**src/rtl/seq_pkg.sv**
```systemverilog
package seq_pkg;

    localparam int NUM_PHASES = 4;

    typedef enum logic [1:0] {
        PH_Q1 = 2'd0,
        PH_Q2 = 2'd1,
        PH_Q3 = 2'd2,
        PH_Q4 = 2'd3
    } phase_e;

    typedef enum logic [1:0] {
        EX_BOOT  = 2'd0,
        EX_RUN   = 2'd1,
        EX_FLUSH = 2'd2
    } exec_e;

endpackage

```
**src/rtl/seq_phase_fsm.sv**
```systemverilog
module seq_phase_fsm
    import seq_pkg::*;
(
    input  logic                  clk,
    input  logic                  rst_n,
    output logic [NUM_PHASES-1:0] strobe_o,
    output logic                  clk_div_o
);

    phase_e state_q, state_d;

    // next-state logic: advance, or the cycle wrap from Q4
    always_comb begin
        unique case (state_q)
            PH_Q1:   state_d = PH_Q2;
            PH_Q2:   state_d = PH_Q3;
            PH_Q3:   state_d = PH_Q4;
            PH_Q4:   state_d = PH_Q1;
            default: state_d = PH_Q1;
        endcase
    end

    always_ff @(posedge clk or negedge rst_n) begin
        if (!rst_n) state_q <= PH_Q1;
        else        state_q <= state_d;
    end

    always_comb begin
        unique case (state_q)
            PH_Q1:   begin strobe_o = 4'b0001; clk_div_o = 1'b1; end
            PH_Q2:   begin strobe_o = 4'b0010; clk_div_o = 1'b1; end
            PH_Q3:   begin strobe_o = 4'b0100; clk_div_o = 1'b0; end
            PH_Q4:   begin strobe_o = 4'b1000; clk_div_o = 1'b0; end
            default: begin strobe_o = 4'b0001; clk_div_o = 1'b1; end
        endcase
    end

    assert_q4_wraps_R2: assert property (@(posedge clk) disable iff (!rst_n)
        strobe_o[3] |=> strobe_o[0]);
    assert_q1_to_q2_R2: assert property (@(posedge clk) disable iff (!rst_n)
        strobe_o[0] |=> strobe_o[1]);
    assert_div_falls_R3: assert property (@(posedge clk) disable iff (!rst_n)
        strobe_o[1] |=> !clk_div_o);

endmodule

```
**src/rtl/seq_fetch_unit.sv**
```systemverilog
module seq_fetch_unit
    import seq_pkg::*;
#(
    parameter int PC_W     = 21,
    parameter int INSN_W   = 16,
    parameter int PC_STEP  = 2,
    parameter logic [INSN_W-1:0] NOP_WORD = '0
) (
    input  logic                  clk,
    input  logic                  rst_n,
    input  logic [NUM_PHASES-1:0] strobe_i,
    input  logic [INSN_W-1:0]     fetch_word_i,
    input  logic                  branch_taken_i,
    input  logic [PC_W-1:0]       branch_target_i,
    output logic [PC_W-1:0]       pc_o,
    output logic [INSN_W-1:0]     ir_o,
    output logic                  dmem_rd_o,
    output logic                  dmem_wr_o,
    output logic                  flush_o
);

    localparam logic [PC_W-1:0] STEP = PC_W'(PC_STEP);

    exec_e             ex_q, ex_d;
    logic [PC_W-1:0]   pc_q;
    logic [INSN_W-1:0] ir_q;
    logic              at_q2, at_q4, running, take;

    assign at_q2   = strobe_i[1];
    assign at_q4   = strobe_i[3];
    assign running = (ex_q == EX_RUN);
    assign take    = at_q4 && running && branch_taken_i;

    // execute-status transitions, decided only at the cycle wrap
    always_comb begin
        ex_d = ex_q;
        if (at_q4) begin
            unique case (ex_q)
                EX_BOOT:  ex_d = EX_RUN;
                EX_RUN:   ex_d = branch_taken_i ? EX_FLUSH : EX_RUN;
                EX_FLUSH: ex_d = EX_RUN;
                default:  ex_d = EX_BOOT;
            endcase
        end
    end

    always_ff @(posedge clk or negedge rst_n) begin
        if (!rst_n) begin
            ex_q <= EX_BOOT;
            pc_q <= '0;
            ir_q <= NOP_WORD;
        end else begin
            ex_q <= ex_d;
            if (at_q4) begin
                pc_q <= take ? branch_target_i : pc_q + STEP;
                ir_q <= take ? NOP_WORD : fetch_word_i;
            end
        end
    end

    always_comb begin
        pc_o      = pc_q;
        ir_o      = ir_q;
        flush_o   = (ex_q == EX_FLUSH);
        dmem_rd_o = running && at_q2;
        dmem_wr_o = running && at_q4;
    end

    assert_pc_hold_R4: assert property (@(posedge clk) disable iff (!rst_n)
        !at_q4 |=> $stable(pc_o));
    assert_ir_hold_R5: assert property (@(posedge clk) disable iff (!rst_n)
        !at_q4 |=> $stable(ir_o));
    assert_pc_step_R4: assert property (@(posedge clk) disable iff (!rst_n)
        (at_q4 && !take) |=> (pc_o == $past(pc_o) + STEP));
    assert_take_flush_R7: assert property (@(posedge clk) disable iff (!rst_n)
        take |=> (flush_o && ir_o == NOP_WORD && pc_o == $past(branch_target_i)));
    assert_flush_quiet_R8: assert property (@(posedge clk) disable iff (!rst_n)
        flush_o |-> (!dmem_rd_o && !dmem_wr_o));
    assert_flush_once_R8: assert property (@(posedge clk) disable iff (!rst_n)
        (flush_o && at_q4) |=> !flush_o);

endmodule

```
**src/rtl/fetch_exec_sequencer.sv**
```systemverilog
module fetch_exec_sequencer
    import seq_pkg::*;
#(
    parameter int PC_W    = 21,
    parameter int INSN_W  = 16,
    parameter int PC_STEP = 2
) (
    input  logic                  clk,
    input  logic                  rst_n,
    input  logic [INSN_W-1:0]     fetch_word_i,
    input  logic                  branch_taken_i,
    input  logic [PC_W-1:0]       branch_target_i,
    output logic [PC_W-1:0]       pc_o,
    output logic [INSN_W-1:0]     ir_o,
    output logic [NUM_PHASES-1:0] phase_o,
    output logic                  dmem_rd_o,
    output logic                  dmem_wr_o,
    output logic                  clk_div_o,
    output logic                  flush_o
);

    logic [NUM_PHASES-1:0] strobe;

    seq_phase_fsm u_phase (
        .clk       (clk),
        .rst_n     (rst_n),
        .strobe_o  (strobe),
        .clk_div_o (clk_div_o)
    );

    seq_fetch_unit #(
        .PC_W     (PC_W),
        .INSN_W   (INSN_W),
        .PC_STEP  (PC_STEP),
        .NOP_WORD ('0)
    ) u_fetch (
        .clk             (clk),
        .rst_n           (rst_n),
        .strobe_i        (strobe),
        .fetch_word_i    (fetch_word_i),
        .branch_taken_i  (branch_taken_i),
        .branch_target_i (branch_target_i),
        .pc_o            (pc_o),
        .ir_o            (ir_o),
        .dmem_rd_o       (dmem_rd_o),
        .dmem_wr_o       (dmem_wr_o),
        .flush_o         (flush_o)
    );

    assign phase_o = strobe;

    assert_strobe_mem_R6: assert property (@(posedge clk) disable iff (!rst_n)
        (dmem_rd_o |-> phase_o[1]) and (dmem_wr_o |-> phase_o[3]));

endmodule

```
**config.mk**
```make
export PLATFORM = sky130hd
export DESIGN_NAME = fetch_exec_sequencer
export DESIGN_NICKNAME = d
export VERILOG_FILES = /design/src/rtl/seq_pkg.sv /design/src/rtl/seq_phase_fsm.sv /design/src/rtl/seq_fetch_unit.sv /design/src/rtl/fetch_exec_sequencer.sv
export SDC_FILE = /design/constraint.sdc
export NUM_CORES = 1
export LEC_CHECK = 0
export ABC_AREA = 0
export BUFFER_PORTS_ARGS = -buffer_cell sky130_fd_sc_hd__buf_2
export CORE_AREA = 2 2 68 70
export CTS_CLUSTER_DIAMETER = 50
export DETAILED_ROUTE_END_ITERATION = 8
export DIE_AREA = 0 0 70 72
export GPL_TIMING_DRIVEN = 0
export HOLD_SLACK_MARGIN = 0.05
export PLACE_DENSITY_LB_ADDON = 0.2
export RECOVER_POWER = 100
export SLEW_MARGIN = 10
export SYNTH_ARGS = -nofsm -noshare
export SYNTH_HDL_FRONTEND = slang
export SYNTH_SLANG_ARGS = --single-unit
```
**constraint.sdc**
```tcl
create_clock -name clk -period 2.8 [get_ports clk]
set_input_delay 0.56 -clock clk [delete_from_list [all_inputs] [get_ports clk]]
set_output_delay 0.56 -clock clk [all_outputs]
set_load 0.01 [all_outputs]
```
==> reports/summary.md <==
* mux cell area share after synthesis: 1.43%
* max_cap viols: 1
* clock tree from TritonCTS: done
* clock period minus final worst setup slack: 2520 ps
* Clock Tree Root: clkbuf_8
* share of async-settable or async-resettable flops after synthesis: 100%
* final WL: 6090 microns
* post-synthesis xor/xnor area fraction: 0%
* number of antenna violations at the first check in global routing: 0
* reg2reg start: u_fetch.pc_o[3]
* number of nets in the synthesized netlist: 296
* final net count: 387
* main combinational cell family by area after synthesis: compound AO/OA/AOI/OAI gates
* sequential cell area fraction in the yosys report: 46.8%
* final clock period utilization by the worst path: 90.2%
* static leakage: 1.22 nW
* warnings from Yosys: 0
* Worst Setup Start Kind: register
* Filler Cells Inserted: 433
* Seq cells post-synth: 41
* Die X-Extent: 70 microns
* insertion delay to the later sink of the worst-skew pair: 300 ps
* number of vias per cell: 5.73
* global-route usage over all layers: 25.1%
* crit path capture type: output port
* Pwr Total: 1.95 mW
* result of the run: finished, violations left
* clock-pin slew on the worst setup and hold paths: 80 ps
* DRC Markers: 0
* total setup buffers inserted after CTS: 0
* most area-consuming cells after synthesis: dfrtp_1 47%, o21ai_0 6.8%, a21oi_1 5.3%
* Critical Path Fanout Max: 10
* cell type with the largest total area after synthesis: dfrtp_1
* power density over the cells: 713 nW/um^2
* height of the chip: 72 microns
* largest vdd supply drop: 0.363 mV
* detailed placer's ending HPWL: 4280 microns
* normalized max-slew margin: -49.4%
* Cell Area, Synth: 2190 sq um
* row cnt: 24
* violated checks: max-capacitance violations, max-slew violations
* hold buffer count at cts: 0
* RSZ-0062 raised after global routing: false
* Unique masters post-synth: 43
* routability cong.: 0.878
* CTS Buf Count: 5
* number of search-and-repair iterations in the first detailed-routing pass: 4
* via count of the first global-routing pass: 2231
* H-tree depth reported by CTS: 2
* grt total ovfl: 0
* floorplan die area: 5040 sq um
* Mapped Cells: 251
* highest attainable clock frequency: 396 MHz
* top-count cell post-synth: dfrtp_1
* Synth Area in Compound Gates: 22.5%
* vias after detailed routing: 2263
* area share of fa/ha/maj cells after synthesis: 2.85%
* most frequent cells after synthesis: 41 x dfrtp_1, 30 x o21ai_0, 23 x a21oi_1, 23 x inv_1, 23 x nand3_1
* Simple-Gate Fraction of Synth Area: 18.8%
* number of sinks on the clock net: 41
* worst flop-to-flop path endpoint: u_fetch.pc_o[20]
* Worst Hold Launch: fetch_word_i[6]
* data arrival time of the worst path: 1960 ps
* clock tree skew after final layout: 4.83 ps
* Placed Instances: 387
* number of synthesized flops with an enable pin: 0
* worst-case clock buffer depth: 2
* first-iteration detailed-routing DRC count: 173
* area fraction of the dominant cell type after synthesis: 46.8%
* worst reg2reg setup slack: 660 ps
* class of the most critical hold timing path: in -> reg
* total count of hold-check failures in the final report: 0
* core area: 4260 sq um
* number of top-level pins: 85
* P&R area growth vs syn: 24.9%
* input/output buffers: 84
* Finished Layout Cells: 395
* Least-Margin Pin Slew: 2240 ps
* required time of the worst setup path: 2240 ps
* post-layout instance area: 2740 sq um
* number of diodes added for antenna fixing: 0
* Avg Inst Size Synth: 8.73 sq um
* average detailed-routed wire length per instance: 15.4 microns
* leading register cell type out of synthesis: dfrtp_1
* share of post-route cells with drive strength above 1: 16.9%
* Crit Path Category: reg -> out
* placed standard-cell area: 2680 sq um
* Hold Path Stages: 3
* Worst Reg-to-Reg Cells: 5
* Total Negative Setup Slacks: 0 ps
* post-route antenna net violation count: 0
* starting density of the core: 51.4%
* Setup Viol. Count Final: 0
* destination of the worst hold path: u_fetch.ir_o[6]
* max-slew violation total from the final report: 42
* largest net degree at the start of global routing: 42
* global-route wire length before repair: 10100 microns
## final cells by class
type                            instances  area (sq um)  share of cell area, %
Buffer                                 20          80.1                   2.92
Clock buffer                            5          68.8                   2.51
Clock inverter                          3          65.1                   2.38
Inverter                               23          86.3                   3.15
Multi-Input combinational cell        167           983                   35.9
Sequential cell                        41          1030                   37.5
Tap cell                               52          65.1                   2.38
Timing Repair Buffer                   84           364                   13.3
## repair_timing
item,in CTS,in global routing
gates resized for setup,0,2
endpoints found under the setup margin,0,1
hold endpoints to repair,0,0
## registers in the layout, indices dropped and copies added (netlist names)
name / cells
u_fetch.ex_q: 2
u_fetch.ir_o: 16
u_fetch.pc_o: 21
u_phase.state_q: 2
## layout by cell type, fill, tap and decap left out, drive strengths merged, types with 2 or more instances in the layout
master	instances
a211oi	2
o21ai	30
o211ai	2
inv	23
nor4	2
clkbuf	66
a31oi	2
ha	5
bufinv	2
nand2	15
mux2i	2
or3	3
nand3b	2
and3	3
o22ai	3
or4	3
nand3	24
o31ai	3
buf	43
o41ai	2
o32ai	2
a22oi	3
a21boi	2
nand4	6
o2bb2ai	2
o21a	2
a21oi	23
nor2	14
dfrtp	41
## where the power goes
| group | switching [mW] | internal [mW] | leakage (nW) |
|---|---|---|---|
| Combinational | 0.332 | 0.196 | 0.672 |
| Sequential | 0.148 | 0.710 | 0.480 |
| Clock | 0.211 | 0.354 | 0.0681 |
| Total | 0.691 | 1.26 | 1.22 |
## through the flow
step	hold slack [ps]	utilization (%)	worst slack, ps
2_1_floorplan	264	-	831
3_3_place_gp	488	62.8	468
3_5_place_dp	493	62.8	436
4_1_cts	425	65.9	81.3
5_1_grt	492	64.2	149
6_report	480	64.2	275
## critical path, stage by stage, from the launching register on
cell	delay, ps
dfrtp_1	380
ha_1	180
buf_2	210
clkbuf_1	370
clkbuf_2	340
nor2_1	60
clkbuf_1	130
## metal layers
metal  up-vias  wire (microns)  global-route usage [%]
met5         -               0                       0
met4         0              79                    9.62
met3        10             478                    6.67
met2        97            3030                    42.3
met1      1079            2510                    31.2
li1       1077               -                       -
## how the worst max path moves through the flow
| stage | slack [ps] | startpoint | cells past startpoint | end |
|---|---|---|---|---|
| after global placement | 470 | u_phase.state_q[0] | 6 | clk_div_o |
| after global routing | 150 | u_phase.state_q[0] | 6 | clk_div_o |
| after detailed placement | 440 | u_phase.state_q[0] | 6 | clk_div_o |
| final | 280 | u_phase.state_q[0] | 6 | clk_div_o |
| after CTS | 80 | u_phase.state_q[0] | 6 | clk_div_o |
| after floorplan | 830 | u_phase.state_q[0] | 5 | clk_div_o |
## cell families after synthesis
family / count (synthesis)
AOI/OAI and AO/OA: 82
and+or+nand+nor: 77
buffers and inverters: 43
DFF: 41
adders and majority gates: 5
muxes: 3
(Power assumes the default switching activity.)
